File: src/rtl/sct_pkg.sv
// Package: shared sizes, the frame record handed from the framer to the
// shifter, and the rule that maps the length code to a data bit count.
package sct_pkg;

    localparam int SYNC_W    = 8;              // one sync byte
    localparam int DATA_W    = 8;              // holding buffer width
    localparam int SR_W      = 2 * SYNC_W;     // longest character (16-bit sync)
    localparam int CNT_W     = $clog2(SR_W + 1);
    localparam int SYNC_SHORT = 6;             // short sync length

    // A character ready to be loaded into the shifter.
    typedef struct packed {
        logic [SR_W-1:0]  bits;    // LSB goes out first
        logic [CNT_W-1:0] len;     // total bits including parity
        logic [CNT_W-1:0] ndata;   // leading bits that are data
        logic             crc;     // data bits are fed to the CRC
    } char_frame_t;

    // Number of data bits for a length code; code 0 decodes a marker prefix.
    function automatic logic [CNT_W-1:0] data_bits(input logic [1:0] code,
                                                   input logic [DATA_W-1:0] b);
        logic [CNT_W-1:0] n;
        case (code)
            2'd1:    n = CNT_W'(6);
            2'd2:    n = CNT_W'(7);
            2'd3:    n = CNT_W'(8);
            default: begin
                if (!b[7])      n = CNT_W'(5);
                else if (!b[6]) n = CNT_W'(4);
                else if (!b[5]) n = CNT_W'(3);
                else if (!b[4]) n = CNT_W'(2);
                else            n = CNT_W'(1);
            end
        endcase
        return n;
    endfunction

endpackage

File: src/rtl/sct_baud_gen.sv
// Bit-rate divider: raises tick for one clock out of every DIV clocks.
// Assumes DIV >= 1; DIV = 1 gives a tick on every cycle.
module sct_baud_gen #(
    parameter int DIV = 4
) (
    input  logic clk,
    input  logic rst_n,
    output logic tick
);

    generate
        if (DIV == 1) begin : g_every
            // Every cycle is a bit period.
            assign tick = rst_n;
        end else begin : g_count
            localparam int DW = $clog2(DIV);
            logic [DW-1:0] cnt;

            // Free-running modulo-DIV counter.
            always_ff @(posedge clk) begin
                if (!rst_n)                     cnt <= '0;
                else if (cnt == DW'(DIV - 1))   cnt <= '0;
                else                            cnt <= cnt + DW'(1);
            end

            assign tick = (cnt == DW'(DIV - 1));

            a_r2_tick_single: assert property (@(posedge clk) disable iff (!rst_n)
                tick |=> !tick);
        end
    endgenerate

endmodule

File: src/rtl/sct_framer.sv
// Framer: builds the next character for the shifter, either the buffered
// byte (masked, with optional parity) or the sync fill. Purely combinational.
module sct_framer
    import sct_pkg::*;
(
    input  logic              use_data,
    input  logic [DATA_W-1:0] data,
    input  logic [1:0]        len_code,
    input  logic              par_en,
    input  logic              par_even,
    input  logic              crc_inc,
    input  logic              sync16,
    input  logic              sync8,
    input  logic [SYNC_W-1:0] sync_lo,
    input  logic [SYNC_W-1:0] sync_hi,
    output char_frame_t       frame
);

    logic [CNT_W-1:0]  n;
    logic [DATA_W-1:0] masked;
    logic              par_bit;
    char_frame_t       data_fr;
    char_frame_t       sync_fr;

    assign n = data_bits(len_code, data);

    // Keep only the bits below the decoded length.
    genvar gi;
    generate
        for (gi = 0; gi < DATA_W; gi++) begin : g_mask
            assign masked[gi] = data[gi] & (CNT_W'(gi) < n);
        end
    endgenerate

    // Parity bit: XOR of data, inverted for odd parity.
    assign par_bit = (^masked) ^ ~par_even;

    // Data character with parity placed just above the data bits.
    always_comb begin
        data_fr.bits  = SR_W'(masked) | (par_en ? (SR_W'(par_bit) << n) : '0);
        data_fr.len   = n + CNT_W'(par_en);
        data_fr.ndata = n;
        data_fr.crc   = crc_inc;
    end

    // Sync fill of the selected length, right-justified.
    always_comb begin
        sync_fr.ndata = '0;
        sync_fr.crc   = 1'b0;
        if (sync16) begin
            sync_fr.bits = {sync_hi, sync_lo};
            sync_fr.len  = CNT_W'(SR_W);
        end else if (sync8) begin
            sync_fr.bits = SR_W'(sync_lo);
            sync_fr.len  = CNT_W'(SYNC_W);
        end else begin
            sync_fr.bits = SR_W'(sync_lo[SYNC_SHORT-1:0]);
            sync_fr.len  = CNT_W'(SYNC_SHORT);
        end
    end

    // Pick data over sync whenever a byte is waiting.
    assign frame = use_data ? data_fr : sync_fr;

endmodule

File: src/rtl/sct_shifter.sv
// Shifter: sends one frame LSB first, one bit per tick, and loads the next
// frame on the tick after the last bit. Assumes every frame has len >= 1.
module sct_shifter
    import sct_pkg::*;
(
    input  logic        clk,
    input  logic        rst_n,
    input  logic        tick,
    input  char_frame_t nxt,
    output logic        load,
    output logic        txd,
    output logic        shift_en,
    output logic        crc_feed
);

    logic [SR_W-1:0]  sreg;
    logic [CNT_W-1:0] left;     // bits of the current frame still on the line, incl. current
    logic [CNT_W-1:0] dleft;    // data bits still on the line, incl. current
    logic             crc_q;

    assign load = tick && (left <= CNT_W'(1));

    // Bit sequencing: load a frame or shift out the next bit on each tick.
    always_ff @(posedge clk) begin
        if (!rst_n) begin
            sreg     <= '0;
            left     <= '0;
            dleft    <= '0;
            crc_q    <= 1'b0;
            txd      <= 1'b1;
            shift_en <= 1'b0;
            crc_feed <= 1'b0;
        end else begin
            shift_en <= tick;
            if (load) begin
                txd      <= nxt.bits[0];
                sreg     <= nxt.bits >> 1;
                left     <= nxt.len;
                dleft    <= nxt.ndata;
                crc_q    <= nxt.crc;
                crc_feed <= nxt.crc && (nxt.ndata != '0);
            end else if (tick) begin
                txd      <= sreg[0];
                sreg     <= sreg >> 1;
                left     <= left - CNT_W'(1);
                if (dleft != '0) dleft <= dleft - CNT_W'(1);
                crc_feed <= crc_q && (dleft > CNT_W'(1));
            end else begin
                crc_feed <= 1'b0;
            end
        end
    end

    a_r2_txd_moves_on_tick: assert property (@(posedge clk) disable iff (!rst_n)
        !$stable(txd) |-> shift_en);
    a_r8_feed_with_bit: assert property (@(posedge clk) disable iff (!rst_n)
        crc_feed |-> shift_en);
    a_r8_feed_in_data: assert property (@(posedge clk) disable iff (!rst_n)
        crc_feed |-> (dleft != '0));
    a_r4_left_bounded: assert property (@(posedge clk) disable iff (!rst_n)
        left <= CNT_W'(SR_W));

endmodule

File: src/rtl/sync_char_tx.sv
// Top: single-entry holding buffer in front of the framer and shifter.
// A waiting byte is taken at a character boundary; otherwise sync is sent.
// Assumes configuration inputs are synchronous to clk.
module sync_char_tx
    import sct_pkg::*;
#(
    parameter int BAUD_DIV = 4
) (
    input  logic              clk,
    input  logic              rst_n,
    input  logic              cfg_sync16,
    input  logic              cfg_sync8,
    input  logic [SYNC_W-1:0] sync_lo,
    input  logic [SYNC_W-1:0] sync_hi,
    input  logic [1:0]        cfg_len,
    input  logic              cfg_par_en,
    input  logic              cfg_par_even,
    input  logic              cfg_crc_inc,
    input  logic              wr_en,
    input  logic [DATA_W-1:0] wr_data,
    output logic              txd,
    output logic              shift_en,
    output logic              buf_empty,
    output logic              crc_feed
);

    logic              tick;
    logic              load;
    logic [DATA_W-1:0] hold;
    char_frame_t       nxt;

    sct_baud_gen #(.DIV(BAUD_DIV)) u_baud (
        .clk   (clk),
        .rst_n (rst_n),
        .tick  (tick)
    );

    sct_framer u_framer (
        .use_data (!buf_empty),
        .data     (hold),
        .len_code (cfg_len),
        .par_en   (cfg_par_en),
        .par_even (cfg_par_even),
        .crc_inc  (cfg_crc_inc),
        .sync16   (cfg_sync16),
        .sync8    (cfg_sync8),
        .sync_lo  (sync_lo),
        .sync_hi  (sync_hi),
        .frame    (nxt)
    );

    sct_shifter u_shift (
        .clk      (clk),
        .rst_n    (rst_n),
        .tick     (tick),
        .nxt      (nxt),
        .load     (load),
        .txd      (txd),
        .shift_en (shift_en),
        .crc_feed (crc_feed)
    );

    // Holding buffer: a write stores the byte; a load consumes it.
    always_ff @(posedge clk) begin
        if (!rst_n) begin
            hold      <= '0;
            buf_empty <= 1'b1;
        end else if (wr_en) begin
            hold      <= wr_data;
            buf_empty <= 1'b0;
        end else if (load) begin
            buf_empty <= 1'b1;
        end
    end

    a_r10_write_fills: assert property (@(posedge clk) disable iff (!rst_n)
        wr_en |=> !buf_empty);
    a_r10_load_empties: assert property (@(posedge clk) disable iff (!rst_n)
        (load && !buf_empty && !wr_en) |=> buf_empty);
    a_r10_empty_holds: assert property (@(posedge clk) disable iff (!rst_n)
        (buf_empty && !wr_en) |=> buf_empty);

endmodule

File: config.mk
export PLATFORM = sky130hd
export DESIGN_NAME = sync_char_tx
export DESIGN_NICKNAME = d
export VERILOG_FILES = /design/src/rtl/sct_pkg.sv /design/src/rtl/sct_baud_gen.sv /design/src/rtl/sct_framer.sv /design/src/rtl/sct_shifter.sv /design/src/rtl/sync_char_tx.sv
export SDC_FILE = /design/constraint.sdc
export NUM_CORES = 1
export LEC_CHECK = 0
export BUFFER_PORTS_ARGS = -buffer_cell sky130_fd_sc_hd__buf_2
export CORE_ASPECT_RATIO = 0.5
export CORE_MARGIN = 2
export CORE_UTILIZATION = 30
export DETAILED_ROUTE_END_ITERATION = 16
export REMOVE_ABC_BUFFERS = 1
export SYNTH_ARGS = -nofsm -noshare
export SYNTH_HDL_FRONTEND = slang
export SYNTH_HIERARCHICAL = 1
export SYNTH_SLANG_ARGS = --single-unit
File: constraint.sdc
create_clock -name clk -period 5.54 [get_ports clk]
set_input_delay 0.554 -clock clk [delete_from_list [all_inputs] [get_ports clk]]
set_output_delay 0.554 -clock clk [all_outputs]
set_load 0.005 [all_outputs]
==> impl_results.md, run 1 <==
* Result of the run: finished clean
* DR vias/cell at roughly 5.1
* Final std cells w/o fill at roughly 480
* Hold WC Path Type: flop to flop
* Grt total ovfl at 0
* Prevailing post-synth register cell: dfxtp_1
* Global placement routability congestion at 0.822
* Clock latency reported for the late side of the worst-skew pair at roughly 280 ps
* DR vias at around 2400
* Period minus WS final at roughly 3200 ps
* Cell types occupying the most area after synthesis: dfxtp_1, nand2_1, o21ai_0
* Final clock period utilization by the worst path at roughly 58%
* Initial drt markers at roughly 210
* Largest fanout on the critical path at 12
* Fraction of layout cells with a size suffix above 1 at 19.1%
* Initial antenna violation count at 0
* Final routed wire length divided by cell count at about 14 um
* Maximum achievable frequency at ~310 MHz
* Slowest stage delay, CP at 630 ps
* FP Rows at 24
* Commonest cells after routing, fill and taps aside: nand2_1, dfxtp_1, buf_2
* WP data arrival at around 3400 ps
* Leading area contributor after synthesis: dfxtp_1
* Number of placed instances with taps included at 470
* Global-route wire length before repair at about 11000 um
* Top-area cell type share of the netlist area at a little under a third
* Share of async-settable or async-resettable flops after synthesis at 0%
* Part of the Yosys area used for sequential elements at a little under a third
* Number of global-route vias before repair at 2256
* Root buffer selected by CTS: clkbuf_16
* Worst Setup Path Type: input pin to flop
* Peak VDD IR at ~0.00012 V
* Initial core utilization at roughly 31%
* Startpoint of the lowest-slack hold path: u_baud/g_count.cnt[0]$_SDFF_PP0_
* Core box area at about 8600 um2
* Detailed Place HPWL at between 4000 and 5000 um
* Final net count at between 400 and 500
* Highest routing layer actually used: met4
* Maximum number of pins on one net before global-route repair at 50
* Worst setup slack before clock tree synthesis at roughly 2100 ps
* Crit path capture type: flop
* Final Instance Area at ~3000 um2
* Die extent in y at approximately 70 um
* Final-report max-slew violation count at 0
* Count of input and output buffers at 37
* Setup repair after global routing missed its margin: no
* Average cell area after synthesis at about 7.9 um2
* Source of the worst register-to-register timing path: hold[6]$_SDFFE_PN0P_
* Register bit count reported by yosys at 40
* Routed WL at ~6800 um
* Number of DRC violations after detailed routing at 0
* Transition time at the pin with the least slew margin at ~740 ps
* Top Family by Delay on Critical Path: simple AND/OR/NAND/NOR gates
* Cells along the critical path: buf_2 -> inv_1 -> ha_1 -> nor2b_1 -> o21ai_2 -> and3_4 -> o32a_4 -> xnor3_2 -> nor2_4 -> a32o_1 -> nand2_1 -> a31oi_1
* Buf/Inv on CP at 2
* Normalized max-slew margin at 50.7%
* Post-Place Cell Area at 2880 um2
* DRT met1 WL at between 3000 and 4000 um
* Worst Clk Skew at about 4.7 ps
* Antenna diodes at 0
* Final sum of negative setup slack at 0 ps
* Slowest CP cell: nor2b_1
* Required time of the critical path at ~5800 ps
* Leakage power of the design at around 1.2 nW
* Clock transition time at the flip-flop clock pins of the worst setup and hold paths at 60 ps
* Critical path launch point type: input pin
* Met3 routed WL at around 220 um
* Count of instances resized after the clock tree is built at 0
* Max Root-Sink Buffers at 2
* Post-Synthesis Cells at 337
* Width of the chip at 137 um
* CTS H-tree depth at 2
* Warnings from Yosys at 6
* Full die area at 9690 um2
* Setup Buffers After CTS at 0
* Synthesized cell area at ~2700 um2
* Syn-to-layout area delta at 14.0%
* ANT nets after route at 0
* Overall global routing resource usage at between 10 and 15%
* Leading cell type in the layout, fill and taps excluded: nand2_1
* Inserted Clock Buffers at 5
* Count of hold buffers inserted by post-cts repair at 0
* Worst setup startpoint: cfg_len[0]
* Count of maximum capacitance violations at 0
* Clock net sink count at 40
* Synth cell types at 63
* Number of placed I/O pins at 38
* Clock tree from TritonCTS: done
* FILL cells at between 900 and 1000
* Number of iterations in the first detailed-routing pass at 4
* Worst Slack Setup Final at between 2000 and 2500 ps
* WL met2 at around 2800 um
* Number of flops mapped to enable cells by yosys at 0
* Setup violation total in the final timing report at 0
* Power density over cell area at ~270 nW/um2
* Final hold violation count at 0
==> Yosys cell counts, drive strengths merged, types with 2 or more instances <==
library cell	count
o311ai	2
nand2b	3
clkbuf	12
xnor2	5
nand4	5
o221ai	3
mux2i	9
and3	4
nor3b	2
xor2	6
nor3	4
o21ai	38
nor2b	12
a211oi	2
inv	14
nand3	14
a22o	4
buf	10
a21oi	12
nand2	56
a31o	3
or4b	2
ha	10
nand4b	2
dfxtp	40
and2	7
nor2	15
a31oi	19
o31ai	5
==> cells by family (layout without fill, tap and decap cells) <==
kind of cell	after synthesis	after routing	share of synthesized area [%]
compound gates	97	97	23.9
mux	9	9	3.39
xor+xnor	12	12	5.36
simple gates	131	131	25.7
other cells	1	1	0.141
flops	40	40	30.1
buf+inv	37	61	6.68
fa+ha+maj	10	10	4.70
==> where the power goes <==
part | switching (mW) | internal [mW]
sequential | 0.0156 | 0.307
clock | 0.122 | 0.179
combinational | 0.108 | 0.0747
==> sequential cells by signal, summed over array words and instances (netlist names) <==
register / flops
u_shift/sreg: 15
hold: 8
u_shift/dleft: 5
u_shift/left: 5
u_baud/g_count.cnt: 2
buf_empty: 1
u_shift/crc_feed: 1
u_shift/crc_q: 1
u_shift/shift_en: 1
u_shift/txd: 1
==> worst register-to-register path: cells and delay by family, from the launching register on <==
family           cells  cell delay (ps)
XOR/XNOR             2              760
AO/OA/AOI/OAI        3              500
flip-flops           1              380
AND/OR/NAND/NOR      4              840
==> routing by layer <==
layer,up-vias,GRT usage (%)
li1,1243,-
met3,2,3.01
met2,42,20.6
met4,0,2.98
met5,-,0
met1,1133,23.1
==> metrics by stage <==
| stage | utilization, % | total power [mW] | hold slack [ps] |
|---|---|---|---|
| after CTS | 35.1 | 0.814 | 447 |
| after global placement | 33.3 | 0.508 | 436 |
| after global routing | 35.1 | 0.851 | 472 |
| after floorplan | - | 0.455 | 419 |
| after detailed placement | 33.3 | 0.509 | 432 |
| final | 35.1 | 0.806 | 445 |
==> layout make-up <==
cell class                 instances  area (um2)  share of cell area [%]
tap                              117         146                    4.83
timing repair buffer              38         193                    6.35
clock inverter                     2        15.0                   0.495
sequential                        40         801                    26.4
multi-input combinational        260        1680                    55.5
inverter                          15        56.3                    1.86
clock buffer                       6         139                    4.58
==> final timing paths <==
check,end,slack (ps),cells after the start
worst min-delay path,u_baud/g_count.cnt[0]$_SDFF_PP0_,450,1
worst max-delay path,u_shift/sreg[12]$_SDFFE_PN0P_,2320,12
worst min register to register,u_baud/g_count.cnt[0]$_SDFF_PP0_,450,1
worst max register to register,u_shift/sreg[12]$_SDFFE_PN0P_,2970,9
Note: power is estimated with default switching activity, not from simulation.
==> inputs of run 2 (changes only) <==
Clock period 5.54 ns to 2.75 ns, I/O delays scaled along.
==> run 2 against run 1 <==
Effect of this change:
- sequential cell count is the same
- global-route usage grew 0.43 points
- largest power group unchanged
- via count grew 1.1%
- die area is the same
==> impl_results.md, run 2 (same netlist as run 1, synthesis figures left out) <==
* Routed WL at 6880 um (+1.2%)
* Clock net sink count at 40 (unchanged)
* Normalized max-slew margin at 59.2% (+8.4 points)
* Core box area at 8650 um2 (unchanged)
* Inserted Clock Buffers at 5 (unchanged)
* Full die area at 9690 um2 (unchanged)
* Final Instance Area at 3140 um2 (+3.5%)
* Commonest cells after routing, fill and taps aside: nand2_1, dfxtp_1, buf_2
* Count of instances resized after the clock tree is built at 0 (unchanged)
* Number of global-route vias before repair at 2285 (+1.3%)
* Worst setup startpoint: cfg_len[0]
* WP data arrival at 2700 ps (-730 ps)
* Leading cell type in the layout, fill and taps excluded: nand2_1
* Final net count at 418 (+3.5%)
* Largest fanout on the critical path at 5 (-7)
* Width of the chip at 137 um (unchanged)
* Number of iterations in the first detailed-routing pass at 4 (unchanged)
* FP Rows at 24 (unchanged)
* Detailed Place HPWL at 5020 um (+4.9%)
* DR vias at 2446 (+1.1%)
* Final-report max-slew violation count at 0 (unchanged)
* Registers with the highest flip-flop counts: u_shift/sreg: 15 flops, hold: 8 flops
* Required time of the critical path at 2960 ps (-2790 ps)
* Period minus WS final at about 2500 ps
* Overall global routing resource usage at 15.2% (+0.43 points)
* Leakage power of the design at 1.22 nW (+6.0%)
* Transition time at the pin with the least slew margin at 611 ps (-126 ps)
* Final clock period utilization by the worst path at between 90% and 100%
* Final hold violation count at 0 (unchanged)
* Worst Clk Skew at 6.35 ps (+1.63 ps)
* Number of placed I/O pins at 38 (unchanged)
* Post-Place Cell Area at 2980 um2 (+3.7%)
* Final std cells w/o fill at 492 (+2.9%)
* Number of placed instances with taps included at 484 (+3.0%)
* Maximum achievable frequency at approximately 400 MHz
* Global placement routability congestion at 0.800 (-2.7%)
* Initial core utilization at 30.8% (unchanged)
* Count of maximum capacitance violations at 0 (unchanged)
* Startpoint of the lowest-slack hold path: wr_data[1]
* Setup violation total in the final timing report at 0 (unchanged)
* Final routed wire length divided by cell count at 14.0 um (-1.7%)
* Grt total ovfl at 0 (unchanged)
* Flip-flop count of the largest register after layout at 15 (unchanged)
* Utilization after layout at 36.3% (+1.2 points)
* Clock tree from TritonCTS: done
* Maximum number of pins on one net before global-route repair at 31 (-38%)
* CTS H-tree depth at 2 (unchanged)
* Initial antenna violation count at 0 (unchanged)
* Clock latency reported for the late side of the worst-skew pair at 290 ps (about the same)
* Hold WC Path Type: input pin to flop
* Power density over cell area at 527 nW/um2 (+98%)
* Result of the run: finished clean
* Setup repair after global routing missed its margin: no
* Fraction of layout cells with a size suffix above 1 at 22.1% (+3.0 points)
* Register with the most flip-flops: u_shift/sreg
* Worst Slack Setup Final at 260 ps (-2060 ps)
* Die extent in y at 70.6 um (unchanged)
* Worst Setup Path Type: input pin to flop
* Setup Buffers After CTS at 0 (unchanged)
* Count of hold buffers inserted by post-cts repair at 0 (unchanged)
* Peak VDD IR at 0.000204 V (+69%)
* Antenna diodes at 0 (unchanged)
* Syn-to-layout area delta at 17.9%
* Global-route wire length before repair at 11600 um (+1.3%)
* Number of DRC violations after detailed routing at 0 (unchanged)
* Source of the worst register-to-register timing path: hold[7]$_SDFFE_PN0P_
* Worst setup slack before clock tree synthesis at -35.6 ps (-2150 ps)
* ANT nets after route at 0 (unchanged)
* Initial drt markers at 153 (-26%)
* Critical path launch point type: input pin
* Root buffer selected by CTS: clkbuf_16
* Count of input and output buffers at 37 (unchanged)
* Crit path capture type: flop
* Clock transition time at the flip-flop clock pins of the worst setup and hold paths at 60 ps (about the same)
* Design Power at 1.65 mW (+110%)
* DR vias/cell at 4.97 (-1.8%)
* Max Root-Sink Buffers at 2 (unchanged)
run 2: changes by cell type in the layout (fill, tap and decap cells not counted), sizes merged:
cell,previous run,this run
buf,38,52
run 2: critical path, cell delays in order:
cell and delay, ps:
buf_2 90, inv_1 50, ha_1 340, nor2b_1 270, o21ai_2 120, and3_4 180, o32a_4 390, xnor3_2 430
nor2_4 170, a32o_1 180, nand2_1 50, a31oi_1 170
run 2: power by group:
group,internal (mW),switching [mW]
combinational,0.173,0.219
sequential,0.619,0.0332
clock,0.361,0.249
run 2: stage by stage:
stage	TNS, ps	hold slack (ps)
2_1_floorplan	0	351
3_3_place_gp	0	437
3_5_place_dp	-35.6	433
4_1_cts	0	238
5_1_grt	0	257
6_report	0	243
run 2: routing by layer:
layer  vias to the layer above  global-route usage [%]  share of wire [%]
li1                       1270                       -                  -
met3                         7                    2.58                3.4
met2                        41                    23.2                 44
met1                      1128                    21.7                 52
met5                         -                       0                  0
met4                         0                    5.27               0.99
run 2: worst paths after layout:
check	endpoint	slack (ps)	cells after the start
hold reg to reg	u_baud/g_count.cnt[0]$_SDFF_PP0_	450	1
setup reg to reg	u_shift/sreg[12]$_SDFFE_PN0P_	290	9
hold / removal	hold[1]$_SDFFE_PN0P_	240	3
setup / recovery	u_shift/sreg[12]$_SDFFE_PN0P_	260	12
run 2: cell type report:
type	count	area (um2)
Clock buffer	6	139
Clock inverter	2	15.0
Fill cell	926	5510
Inverter	15	56.3
Multi-Input combinational cell	260	1680
Sequential cell	40	801
Tap cell	117	146
Timing Repair Buffer	52	298
